[src/rtl/bflash_pkg.sv]
`timescale 1ns/1ps
package bflash_pkg;
    localparam int          BUS_W    = 16;
    localparam logic [15:0] CFG_RST  = 16'h8000;
    localparam int          LAT_BASE = 2;

    typedef struct packed {
        logic       async_sel;
        logic [2:0] wait_code;
        logic       rdy_early;
        logic       cont;
        logic [1:0] wrap_len;
    } cfg_t;

    typedef enum logic [1:0] {
        RD_IDLE,
        RD_ASYNC,
        RD_WAIT,
        RD_STREAM
    } rd_state_e;

    function automatic cfg_t cfg_unpack(input logic [15:0] r);
        cfg_t c;
        c.async_sel = r[15];
        c.wait_code = r[13:11];
        c.rdy_early = r[10];
        c.cont      = r[4];
        c.wrap_len  = r[1:0];
        return c;
    endfunction

    function automatic logic [15:0] cell_word(input logic [15:0] a);
        logic [31:0] p;
        p = ({16'd0, a} * 32'd257) ^ 32'h0000_A5C3;
        return p[15:0];
    endfunction
endpackage

[src/rtl/bflash_cfg_reg.sv]
`timescale 1ns/1ps
module bflash_cfg_reg
    import bflash_pkg::*;
(
    input  logic        clk,
    input  logic        rst,
    input  logic        cmd_valid,
    input  logic        cmd_wr,
    input  logic [15:0] cmd_wdata,
    output logic [15:0] cfg_q,
    output logic [15:0] rdata,
    output logic        rvalid
);
    always_ff @(posedge clk) begin
        if (rst) begin
            cfg_q  <= CFG_RST;
            rdata  <= '0;
            rvalid <= 1'b0;
        end else begin
            if (cmd_valid && cmd_wr)
                cfg_q <= cmd_wdata;
            rvalid <= cmd_valid && !cmd_wr;
            if (cmd_valid && !cmd_wr)
                rdata <= cfg_q;
        end
    end


    cfg_write_chk: assert property (@(posedge clk) disable iff (rst)
        (cmd_valid && cmd_wr) |=> (cfg_q == $past(cmd_wdata)));


    cfg_read_chk: assert property (@(posedge clk) disable iff (rst)
        (cmd_valid && !cmd_wr) |=> (rvalid && rdata == $past(cfg_q)));
endmodule

[src/rtl/bflash_cell_rom.sv]
`timescale 1ns/1ps
module bflash_cell_rom
    import bflash_pkg::*;
#(
    parameter int ADDR_W = 8
) (
    input  logic [ADDR_W-1:0] addr,
    output logic [BUS_W-1:0]  word
);
    always_comb word = cell_word(16'(addr));
endmodule

[src/rtl/bflash_burst_seq.sv]
`timescale 1ns/1ps
module bflash_burst_seq
    import bflash_pkg::*;
#(
    parameter int ADDR_W = 8
) (
    input  logic              clk,
    input  logic              rst,
    input  logic              ce_n,
    input  logic              latch,
    input  cfg_t              cfg,
    input  logic [ADDR_W-1:0] addr_in,
    output rd_state_e         st,
    output logic [ADDR_W-1:0] cur_addr,
    output logic              rdy_o
);
    localparam int LAT_W = 4;

    logic [ADDR_W-1:0] start_q;
    logic [ADDR_W-1:0] offset_q;
    logic [LAT_W-1:0]  lat_left;
    cfg_t              bcfg;
    logic [ADDR_W-1:0] blk_mask;
    logic [ADDR_W-1:0] lin_sum;

    always_ff @(posedge clk) begin
        if (rst) begin
            st       <= RD_IDLE;
            start_q  <= '0;
            offset_q <= '0;
            lat_left <= '0;
            bcfg     <= cfg_unpack(CFG_RST);
        end else if (ce_n) begin
            st <= RD_IDLE;
        end else if (latch) begin
            start_q  <= addr_in;
            offset_q <= '0;
            bcfg     <= cfg;
            if (cfg.async_sel) begin
                st <= RD_ASYNC;
            end else begin
                st       <= RD_WAIT;
                lat_left <= {1'b0, cfg.wait_code} + LAT_W'(LAT_BASE);
            end
        end else begin
            case (st)
                RD_WAIT: begin
                    lat_left <= lat_left - 1'b1;
                    if (lat_left == LAT_W'(1))
                        st <= RD_STREAM;
                end
                RD_STREAM: offset_q <= offset_q + 1'b1;
                default: ;
            endcase
        end
    end

    always_comb begin
        case (bcfg.wrap_len)
            2'b00:   blk_mask = ADDR_W'(7);
            2'b01:   blk_mask = ADDR_W'(15);
            default: blk_mask = ADDR_W'(31);
        endcase
        lin_sum = start_q + offset_q;
        if (st == RD_ASYNC)
            cur_addr = start_q;
        else if (bcfg.cont)
            cur_addr = lin_sum;
        else
            cur_addr = (start_q & ~blk_mask) | (lin_sum & blk_mask);
    end

    always_comb begin
        if (st == RD_WAIT)
            rdy_o = bcfg.rdy_early && (lat_left == LAT_W'(1));
        else
            rdy_o = 1'b1;
    end


    wrap_block_chk: assert property (@(posedge clk) disable iff (rst)
        (st == RD_STREAM && !bcfg.cont) |-> ((cur_addr & ~blk_mask) == (start_q & ~blk_mask)));


    cont_step_chk: assert property (@(posedge clk) disable iff (rst)
        (st == RD_STREAM && bcfg.cont && !ce_n && !latch)
        |=> (st == RD_STREAM && cur_addr == $past(cur_addr) + ADDR_W'(1)));


    ce_end_chk: assert property (@(posedge clk) disable iff (rst)
        ce_n |=> (st == RD_IDLE));
endmodule

[src/rtl/bflash_rd_if.sv]
`timescale 1ns/1ps
module bflash_rd_if
    import bflash_pkg::*;
#(
    parameter int ADDR_W = 8,
    parameter int T_OE   = 2
) (
    input  logic        clk,
    input  logic        rst,
    input  logic        cmd_valid,
    input  logic        cmd_wr,
    input  logic [15:0] cmd_wdata,
    output logic [15:0] cfg_rdata,
    output logic        cfg_rvalid,
    input  logic        ce_n,
    input  logic        adv_n,
    input  logic        oe_n,
    input  logic [15:0] ad_in,
    output logic [15:0] dq_out,
    output logic        dq_en,
    output logic        rdy
);
    localparam int OEC_W = $clog2(T_OE + 1);

    logic [15:0]       cfg_q;
    cfg_t              cfg;
    logic              latch;
    rd_state_e         st;
    logic [ADDR_W-1:0] cur_addr;
    logic [BUS_W-1:0]  cell_q;
    logic [OEC_W-1:0]  oe_cnt;
    logic              async_ok;
    logic              sync_ok;

    bflash_cfg_reg u_cfg (
        .clk       (clk),
        .rst       (rst),
        .cmd_valid (cmd_valid),
        .cmd_wr    (cmd_wr),
        .cmd_wdata (cmd_wdata),
        .cfg_q     (cfg_q),
        .rdata     (cfg_rdata),
        .rvalid    (cfg_rvalid)
    );

    always_comb cfg   = cfg_unpack(cfg_q);
    always_comb latch = !ce_n && !adv_n;

    bflash_burst_seq #(.ADDR_W(ADDR_W)) u_seq (
        .clk      (clk),
        .rst      (rst),
        .ce_n     (ce_n),
        .latch    (latch),
        .cfg      (cfg),
        .addr_in  (ad_in[ADDR_W-1:0]),
        .st       (st),
        .cur_addr (cur_addr),
        .rdy_o    (rdy)
    );

    bflash_cell_rom #(.ADDR_W(ADDR_W)) u_rom (
        .addr (cur_addr),
        .word (cell_q)
    );

    always_ff @(posedge clk) begin
        if (rst || ce_n || oe_n)
            oe_cnt <= '0;
        else if (oe_cnt != OEC_W'(T_OE))
            oe_cnt <= oe_cnt + 1'b1;
    end

    always_comb begin
        async_ok = (st == RD_ASYNC) && (oe_cnt == OEC_W'(T_OE));
        sync_ok  = (st == RD_STREAM) && !oe_n;
        dq_en    = !ce_n && (async_ok || sync_ok);
        dq_out   = dq_en ? cell_q : '0;
    end


    no_early_data_chk: assert property (@(posedge clk) disable iff (rst)
        (st == RD_WAIT) |-> !dq_en);


    rdy_with_data_chk: assert property (@(posedge clk) disable iff (rst)
        dq_en |-> rdy);


    async_rdy_chk: assert property (@(posedge clk) disable iff (rst)
        (st == RD_ASYNC) |-> rdy);


    oe_gate_chk: assert property (@(posedge clk) disable iff (rst)
        oe_n |-> !dq_en);
endmodule

[config.mk]
export PLATFORM = sky130hd
export DESIGN_NAME = bflash_rd_if
export DESIGN_NICKNAME = d
export VERILOG_FILES = /design/src/rtl/bflash_pkg.sv /design/src/rtl/bflash_cfg_reg.sv /design/src/rtl/bflash_cell_rom.sv /design/src/rtl/bflash_burst_seq.sv /design/src/rtl/bflash_rd_if.sv
export SDC_FILE = /design/constraint.sdc
export NUM_CORES = 1
export LEC_CHECK = 0
export BUFFER_PORTS_ARGS = -buffer_cell sky130_fd_sc_hd__buf_2
export CAP_MARGIN = 30
export CORE_UTILIZATION = 25
export CTS_CLUSTER_DIAMETER = 100
export CTS_CLUSTER_SIZE = 28
export DETAILED_ROUTE_END_ITERATION = 6
export PLACE_DENSITY = 0.5
export REMOVE_ABC_BUFFERS = 1
export SLEW_MARGIN = 0
export SYNTH_ARGS = -nofsm -noshare
export SYNTH_HDL_FRONTEND = slang
export SYNTH_SLANG_ARGS = --single-unit
export TNS_END_PERCENT = 5
[constraint.sdc]
create_clock -name clk -period 2.2 [get_ports clk]
set_input_delay 0.44 -clock clk [delete_from_list [all_inputs] [get_ports clk]]
set_output_delay 0.44 -clock clk [all_outputs]
set_load 0.005 [all_outputs]
==> flow_summary_export.csv, run 1 <==
group,metric,value,unit
routing,drcViolationCount,0,
flow_run,drv_cap,0,
routing,wl_per_cell,12.9,um
timing,drv_slew,0,
die,die_area,11900,um^2
critical_path,arrival,2250,ps
timing,skew,7.05,ps
power,power.density,709,nW/um^2
final_layout,fin_util,0.350,
die,rows,38,
routing,dr.pass1.iters,4,
routing,vias,2709,
critical_path,critPathKind,"reg -> out",
timing,hold_viol,0,
die,die_width,109,um
synth,synth_edf_count,0,
power,leakage,1.65,nW
final_layout,area_growth,34.1,%
timing,whs,311,ps
clocking,path_clk_slew,60,ps
critical_path,path_cells,"ha_4 -> fa_2 -> a21o_1 -> a211o_1 -> a21oi_2 -> xnor2_1 -> a211oi_2 -> buf_2",
timing,fin_ws,-490,ps
timing,relSlewSlack,0.602,
synth,avgSynthCellArea,7.83,um^2
routing,via_per_inst,4.59,
global_routing,first_global_vias,2553,
synth,synthFlopType,"dfxtp_1",
timing,fmax,372,MHz
final_layout,fin_area,3840,um^2
global_routing,grt_first_pass_wirelength,12.6,mm
power,ir_drop,0.000367,V
clocking,cts_max_level,3,
final_layout,fillers,1163,
routing,detail-route-antenna-nets,0,
final_layout,drive_above_1_share,0.291,
critical_path,startpoint_type,"flip-flop",
critical_path,crit_required,1760,ps
placement,gp_congestion,0.771,
routing,drt_iter0_markers,107,
synth,async_flop_share,0,
synth,ys_seq_area_frac,0.426,
critical_path,cp_max_fo,2,
critical_path,setup.worst_path.end_class,"primary output",
die,coreArea,11000,um^2
clocking,ctsHoldBuffers,0,
placement,dp_hpwl,5.48,mm
critical_path,cp_top_family,"compound AO/OA/AOI/OAI gates",
synth,ys_ff_latch,61,
critical_path,crit_buf_inv,1,
timing,rsz0062_at_grt,"yes",
outcome,violations,"setup timing",
global_routing,grt_max_degree,25,
synth,netlist_area,2870,um^2
worst_hold_path,min_path_type,"in -> reg",
synth,yosysWarningCount,0,
global_routing,grt_overflow,0,
global_routing,grt_usage,0.139,
timing,finalSetupViolations,13,
timing,post-route-min-period,2690,ps
clocking,clock_latency,330,ps
die,start_util,0.261,
placement,io_buffers,65,
critical_path,slowest_stage,"fa_2",
routing,routed_wl,7.63,mm
clocking,cts_buffer_depth,2,
outcome,status,"finished, violations left",
die,ioPinCount,74,
die,die_h,109,um
timing,tns,-3020,ps
placement,placed_cell_area,3450,um^2
global_routing,grt_antenna_before_repair,0,
critical_path,cpPeakStageDelay,340,ps
clocking,cts_root_buffer,"clkbuf_16",
timing,finalCritPeriodShare,1.22,
final_layout,layout.nets,498,
synth,ys_types,45,
timing,tightest_slew,597,ps
final_layout,num_antenna_cells,0,
clocking,cts_buffers,9,
clocking,tritoncts,"built",
synth,synth_cells,366,
clocking,clkSinkCount,61,
-- flip-flops by register name, summed over array words and instances, names as in the netlist --
register	cells
oe_cnt	2
u_cfg.cfg_q	16
u_cfg.rdata	16
u_cfg.rvalid	1
u_seq.bcfg	4
u_seq.lat_left	4
u_seq.offset_q	8
u_seq.st	2
u_seq.start_q	8
-- stage by stage --
step                total power [mW]  setup slack (ps)  cells
floorplan                       1.28              -212    342
CTS                             2.75              -490    590
detailed placement              1.39              -376    574
global placement                1.38              -348    574
global route                    2.84              -612    590
finish                          2.73              -490    590
-- kinds of logic (layout without fill, tap and decap cells) --
| group | count (synthesis) | count (layout) | synth area share |
|---|---|---|---|
| and+or+nand+nor | 164 | 164 | 0.251 |
| AOI/OAI and AO/OA | 82 | 82 | 0.164 |
| DFF | 61 | 61 | 0.426 |
| buffers and inverters | 30 | 114 | 0.0485 |
| adders and majority gates | 13 | 13 | 0.0594 |
| xor gates and xnor gates | 12 | 12 | 0.0367 |
| muxes | 4 | 4 | 0.0144 |
-- power by group --
| group | total [mW] | leakage (nW) | internal (mW) | switching [mW] |
|---|---|---|---|---|
| registers | 1.16 | 0.497 | 1.14 | 0.0225 |
| clock network | 1.35 | 0.138 | 0.863 | 0.491 |
| logic | 0.210 | 1.01 | 0.0878 | 0.122 |
| total | 2.73 | 1.65 | 2.09 | 0.635 |
-- what timing repair did --
action,CTS,global route
pin swaps,5,4
endpoints found under the setup margin,16,17
buffers inserted,1,0
resized for setup,7,16
-- metal layers --
| metal | up-vias | GRT usage | part of all wire |
|---|---|---|---|
| met1 | 1241 | 0.171 | 0.47 |
| met2 | 61 | 0.221 | 0.46 |
| li1 | 1392 | - | - |
| met3 | 15 | 0.0395 | 0.054 |
| met4 | 0 | 0.0666 | 0.019 |
| met5 | - | 0 | 0 |
-- synth_stat cells (3+ instances only) --
master	n	area, um^2
nand2_1	101	379
clkbuf_1	16	60.1
ha_1	12	150
o21ai_0	7	35.0
a22oi_1	3	22.5
nor2_1	25	93.8
xor2_1	7	61.3
nand4_1	3	18.8
buf_4	5	37.5
nand2b_1	4	25.0
a211oi_1	5	37.5
inv_1	6	22.5
a21oi_1	53	265
dfxtp_1	61	1220
and2_1	6	37.5
xnor2_1	5	43.8
mux2i_1	3	30.0
nand3_1	6	30.0
nor4_1	3	18.8
-- worst paths after layout --
check                    startpoint                 to  slack (ps)  cells after the start
setup / recovery  u_seq.offset_q[0]          dq_out[6]        -490                      8
hold / removal                 oe_n          oe_cnt[1]         310                      2
setup reg to reg        u_seq.st[1]  u_seq.offset_q[7]         580                      6
hold reg to reg     u_cfg.rdata[13]    u_cfg.rdata[13]         450                      2
-- worst register-to-register path, delay by kind of cell, from the launching register on --
kind,cells,cell delay (ps)
xor+xnor,1,170
compound gates,1,480
simple gates,3,340
flops,1,370
buf+inv,1,150
-- cells in the final DEF, fill, tap and decap left out, types with 5 or more instances in the layout --
| master | synthesis | routed |
|---|---|---|
| buf_4 | 5 | 27 |
| nand3_1 | 6 | 6 |
| clkbuf_16 | 0 | 9 |
| dfxtp_1 | 61 | 58 |
| buf_2 | 0 | 65 |
| and2_1 | 6 | 6 |
| ha_1 | 12 | 9 |
| nand2_1 | 101 | 101 |
| nor2_1 | 25 | 23 |
| xor2_1 | 7 | 7 |
| inv_1 | 6 | 5 |
| a21oi_1 | 53 | 51 |
| o21ai_0 | 7 | 7 |
-- final cells by class --
class | count | area (um^2) | area share
multi-input combinational | 275 | 1590 | 0.414
timing repair buffer | 93 | 543 | 0.141
tap | 140 | 175 | 0.0456
sequential | 61 | 1220 | 0.319
inverter | 6 | 26.3 | 0.00684
clock buffer | 10 | 229 | 0.0596
clock inverter | 5 | 52.6 | 0.0137
Power figures use the tool's default switching activity.
==> run 2: changes to the inputs <==
--- a/config.mk
+++ b/config.mk
@@ -13,3 +13,3 @@
 export DETAILED_ROUTE_END_ITERATION = 6
-export PLACE_DENSITY = 0.5
+export PLACE_DENSITY = 0.49
 export REMOVE_ABC_BUFFERS = 1
@@ -18,2 +18,3 @@
 export SYNTH_HDL_FRONTEND = slang
+export SYNTH_HIERARCHICAL = 1
 export SYNTH_SLANG_ARGS = --single-unit
==> constraint.sdc (replaced) <==
create_clock -name clk -period 2.2 [get_ports clk]
set_input_delay 0.22 -clock clk [delete_from_list [all_inputs] [get_ports clk]]
set_output_delay 0.22 -clock clk [all_outputs]
set_load 0.005 [all_outputs]
==> flow_summary_export.csv, run 2 <==
group,metric,value,unit
outcome,status,"finished, violations left",
outcome,violations,"setup timing",
clocking,cts_root_buffer,"clkbuf_16",
synth,avgSynthCellArea,8.60,um^2
power,comb_power_share,0.083,
critical_path,crit_buf_inv,3,
synth,synthFlopType,"dfxtp_1",
timing,tightest_slew,805,ps
timing,hold_viol,0,
critical_path,cp_common_cell,"o21a_1",
critical_path,slowest_stage,"dfxtp_2",
power,power_frac_clock,0.519,
synth,netlist.area_leader.share,0.357,
synth,netlist_area,3420,um^2
final_layout,layout_commonest_cell,"buf_2",
final_layout,final_cell_mix,"65 x buf_2, 59 x dfxtp_1, 38 x nand2_1",
clocking,clkSinkCount,61,
final_layout,fillers,1417,
clocking,ctsHoldBuffers,0,
synth,synth_edf_count,0,
synth,ys_types,55,
power,p_seq_frac,0.398,
global_routing,grt_overflow,0,
timing,relSlewSlack,0.463,
critical_path,r2r-start,"u_seq/st[1]",
synth,synth.most_common_cell,"dfxtp_1",
timing,finalCritPeriodShare,1.19,
timing,fin_ws,-427,ps
die,die_area,14200,um^2
placement,io_buffers,65,
final_layout,num_antenna_cells,0,
power,leakage,1.85,nW
final_layout,seqCellArea,1220,um^2
routing,via_per_inst,4.35,
routing,drt_iter0_markers,81,
routing,detail-route-antenna-nets,0,
clocking,cts_buffer_depth,2,
worst_hold_path,hp-start,"ad_in[7]",
final_layout,top_regs,"u_cfg/cfg_q (16), u_cfg/rdata (16)",
placement,dp_hpwl,5.79,mm
final_layout,drive_above_1_share,0.320,
clocking,tritoncts,"built",
synth,yosysWarningCount,6,
die,coreArea,13300,um^2
critical_path,startpoint,"u_seq/offset_q[0]",
global_routing,grt_antenna_before_repair,0,
final_layout,area_growth,28.7,%
timing,drv_slew,0,
critical_path,cpPeakStageDelay,330,ps
routing,routed_wl,7.95,mm
critical_path,path_cells,"ha_4 -> inv_2 -> fa_2 -> nor2b_2 -> o31a_1 -> o21a_1 -> o21a_1 -> o31ai_4 -> inv_1 -> nor4_2 -> buf_2",
die,ioPinCount,74,
critical_path,arrival,2410,ps
critical_path,cp_top_family,"compound AO/OA/AOI/OAI gates",
clocking,path_clk_slew,50,ps
timing,skew,5.39,ps
clocking,cts_buffers,9,
synth,async_flop_share,0,
critical_path,startpoint_type,"flip-flop",
critical_path,cp_max_fo,2,
timing,rsz0062_at_grt,"yes",
final_layout,multiInputGateArea,1950,um^2
die,die_h,119,um
global_routing,grt_first_pass_wirelength,13.5,mm
critical_path,crit_required,1980,ps
flow_run,drv_cap,0,
placement,gp_congestion,0.757,
global_routing,grt_usage,0.118,
final_layout,layout.nets,525,
die,start_util,0.257,
timing,finalSetupViolations,11,
final_layout,final_cell_count_no_fill,654,
power,power.density,659,nW/um^2
timing,tns,-2850,ps
synth,synth_cells,398,
synth,synthTopCellsByArea,"dfxtp_1 36%, nand2b_1 6.6%, mux2i_1 5.0%, ha_1 4.4%, nand2_1 4.2%",
global_routing,grt_max_degree,29,
routing,wl_per_cell,12.2,um
critical_path,critPathKind,"reg -> out",
synth,ys_seq_area_frac,0.357,
power,p_sw_frac,0.220,
clocking,cts_max_level,3,
critical_path,setup.worst_path.end_class,"primary output",
worst_hold_path,min_path_type,"in -> reg",
die,rows,42,
routing,dr.pass1.iters,4,
clocking,clock_latency,320,ps
global_routing,first_global_vias,2859,
power,internal-power,2.26,mW
timing,post-route-min-period,2630,ps
synth,yosysTopAreaCell,"dfxtp_1",
power,ir_drop,0.000456,V
synth,yosys-top-cells-count,"61 x dfxtp_1, 38 x nand2_1, 36 x nand2b_1",
routing,vias,2845,
routing,drcViolationCount,0,
placement,dp.cells,635,
synth,ys_ff_latch,61,
power,switchingPower,640,uW
timing,fmax,381,MHz
die,die_width,119,um
-- run 2: cell types whose count changed after synthesis, sizes merged, moves of 13 or more --
cell and delta:
nand2b +34, nand2 -64, nand4b +15, o21ai +18
inv +23, mux2i +14, nor4 +13, buf +20
a21oi -29
-- run 2: worst paths after layout --
path | endpoint | cells after the start | slack, ps
hold reg to reg | u_seq/bcfg[3] | 2 | 450
setup reg to reg | u_seq/lat_left[3] | 6 | 610
hold / removal | u_seq/start_q[7] | 3 | 150
setup / recovery | dq_out[14] | 11 | -430
-- run 2: final cells by class --
class	count	area share
Timing Repair Buffer	99	0.132
Clock inverter	6	0.0196
Clock buffer	10	0.0543
Inverter	29	0.0247
Sequential cell	61	0.278
Tap cell	176	0.0500
Multi-Input combinational cell	273	0.442
-- run 2: stage by stage --
step           setup WS (ps)  utilization  hold slack [ps]  cell area, um^2  power, mW
3_3_place_gp            -231        0.297              439             3950       1.41
2_1_floorplan          -36.6            -              289             3170       1.30
3_5_place_dp            -280        0.297              449             3950       1.41
4_1_cts                 -421        0.327              139             4340       2.94
5_1_grt                 -600        0.331              145             4400       3.03
6_report                -427        0.331              147             4400       2.90
-- run 2: cell families (layout without fill, tap and decap cells) --
logic type / Yosys count / in the layout / share of synthesized area
AND/OR/NAND/NOR: 159 / 159 / 0.282
buffers and inverters: 64 / 144 / 0.105
flip-flops: 61 / 61 / 0.357
adder cells (fa/ha/maj): 13 / 13 / 0.0497
multiplexers: 18 / 18 / 0.0530
AO/OA/AOI/OAI: 73 / 73 / 0.128
XOR/XNOR: 10 / 10 / 0.0256
-- run 2: what timing repair did --
| item | in CTS | in global routing |
|---|---|---|
| endpoints found under the setup margin | 12 | 15 |
| buffers inserted | 0 | 3 |
| pin swaps | 12 | 14 |
| gates resized for setup | 16 | 9 |
-- run 2: metal layers --
metal	GRT usage	vias up	share of wire
met5	0	-	0
met4	0.0372	0	0.012
met3	0.0345	11	0.055
met2	0.187	67	0.42
met1	0.152	1265	0.51
li1	-	1502	-
-- run 2: power groups by stage --
stage                     clock, mW  sequential, mW  combinational (mW)
after floorplan                   0            1.18               0.120
after global placement            0            1.18               0.234
after detailed placement          0            1.18               0.238
after CTS                      1.54            1.15               0.242
after global routing           1.61            1.16               0.272
final                          1.51            1.15               0.242
-- run 2: worst register-to-register path: cells and delay by family (launching register included) --
family | cells | cell delay [ps]
buffers and inverters | 1 | 170
flip-flops | 1 | 320
AO/OA/AOI/OAI | 3 | 540
AND/OR/NAND/NOR | 2 | 460
==> run 3: changes to the inputs <==
- CORE_MARGIN: default -> 3
- CORE_UTILIZATION: 25 -> 49
- PLACE_DENSITY: 0.49 -> 0.81
- REMOVE_ABC_BUFFERS: 1 -> default
==> flow_summary_export.csv, run 3 (same netlist as run 2, synthesis figures left out) <==
group,metric,value,unit
outcome,status,"finished, violations left",
outcome,violations,"setup timing",
placement,io_buffers,65,
synth,synth_nets,450,
die,die_width,89.6,um
clocking,ctsHoldBuffers,0,
routing,top_layer_used,"met4",
routing,wl_per_cell,12.9,um
clocking,cts_root_buffer,"clkbuf_8",
timing,relSlewSlack,0.525,
critical_path,critPathKind,"reg -> out",
final_layout,layout_commonest_cell,"buf_2",
routing,m1WireLength,3.41,mm
die,coreArea,6570,um^2
worst_hold_path,min_path_type,"in -> reg",
die,die_area,8030,um^2
timing,skew,4.09,ps
timing,drv_slew,0,
routing,via_per_inst,5.12,
final_layout,final_cell_mix,"65 x buf_2, 54 x dfxtp_1, 38 x nand2_1",
routing,drt_iter0_markers,137,
critical_path,startpoint_type,"flip-flop",
die,start_util,0.521,
clocking,cts_max_level,3,
clocking,path_clk_slew,60,ps
timing,rsz0062_at_grt,"yes",
die,ioPinCount,74,
routing,wl_met3,441,um
routing,routed_wl,7.24,mm
routing,drcViolationCount,0,
final_layout,num_antenna_cells,0,
final_layout,drive_above_1_share,0.315,
placement,dp_hpwl,5.14,mm
worst_hold_path,hp-start,"ad_in[7]",
timing,tightest_slew,713,ps
timing,post-route-min-period,2600,ps
critical_path,r2r-start,"u_seq/st[0]",
timing,fin_ws,-404,ps
clocking,tritoncts,"built",
critical_path,path_cells,"ha_4 -> inv_2 -> fa_2 -> nor2b_2 -> o31a_1 -> o21a_1 -> o21a_1 -> o31ai_2 -> inv_1 -> nor4_2 -> buf_2",
critical_path,cpPeakStageDelay,340,ps
power,power.density,575,nW/um^2
critical_path,cp_common_cell,"o21a_1",
power,ir_drop,0.000535,V
timing,whs,128,ps
flow_run,drv_cap,0,
critical_path,startpoint,"u_seq/start_q[0]",
timing,hold_viol,0,
final_layout,top_regs,"u_cfg/cfg_q (16), u_cfg/rdata (16)",
final_layout,area_growth,20.4,%
clocking,clock_latency,330,ps
critical_path,cp_max_fo,3,
power,leakage,1.75,nW
critical_path,setup.worst_path.end_class,"primary output",
die,die_h,89.6,um
critical_path,slowest_stage,"dfxtp_2",
critical_path,crit_required,1980,ps
timing,finalCritPeriodShare,1.18,
clocking,clkSinkCount,61,
global_routing,grt_overflow,0,
die,rows,29,
final_layout,layout.nets,517,
routing,dr.pass1.iters,4,
global_routing,grt_first_pass_wirelength,12.0,mm
routing,detail-route-antenna-nets,0,
global_routing,grt_antenna_before_repair,0,
clocking,cts_buffers,9,
global_routing,grt_max_degree,41,
placement,dp_slack,-133,ps
routing,wl_met2,3.31,mm
global_routing,first_global_vias,2729,
global_routing,grt_usage,0.192,
critical_path,arrival,2380,ps
placement,gp_congestion,0.813,
timing,fmax,384,MHz
timing,finalSetupViolations,12,
routing,vias,2885,
clocking,cts_buffer_depth,2,
-- run 3: worst max-delay path: cells and delay by family, from the launching register on --
family          cells  cell delay, ps
buf+inv             3             270
simple gates        2             230
flops               1             340
fa+ha+maj           2             360
compound gates      4             850
-- run 3: final cells by class --
type / instances / area [um^2]
tap: 93 / 116
inverter: 29 / 109
sequential: 61 / 1230
fill: 554 / 2440
clock inverter: 6 / 62.6
clock buffer: 10 / 138
timing repair buffer: 91 / 520
multi-input combinational: 273 / 1950
-- run 3: power by group --
| group | switching, mW | internal, mW | leakage, nW |
|---|---|---|---|
| Combinational | 0.130 | 0.105 | 1.15 |
| Sequential | 0.0184 | 1.14 | 0.499 |
| Clock | 0.432 | 0.551 | 0.106 |
| Total | 0.580 | 1.79 | 1.75 |
-- run 3: stage by stage --
stage | setup TNS (ps) | instance area (um^2) | util | cells | total power [mW]
2_1_floorplan | -28.1 | 3440 | - | 398 | 1.35
3_3_place_gp | -160 | 3820 | 0.582 | 546 | 1.40
3_5_place_dp | -296 | 3820 | 0.582 | 546 | 1.40
4_1_cts | -2870 | 4080 | 0.621 | 562 | 2.40
5_1_grt | -4630 | 4120 | 0.628 | 563 | 2.47
6_report | -2570 | 4120 | 0.628 | 563 | 2.37
-- run 3: routing by layer --
metal  global-route usage  vias to the layer above
met4               0.0853                        0
met1                0.242                     1293
met2                0.310                       94
met3               0.0484                        8
li1                     -                     1490
met5                    0                        -
-- run 3: worst paths after layout --
check / end / slack, ps / cells after the start
hold reg to reg: oe_cnt[1] / 460 / 2
setup / recovery: dq_out[14] / -400 / 11
setup reg to reg: u_seq/lat_left[3] / 600 / 6
hold / removal: u_seq/start_q[7] / 130 / 3
-- run 3: timing repair --
item / in CTS / in global routing
setup buffers: 0 / 1
setup endpoints to repair: 14 / 15
gates resized for setup: 13 / 8
hold endpoints to repair: 0 / 0
pin swaps: 14 / 5
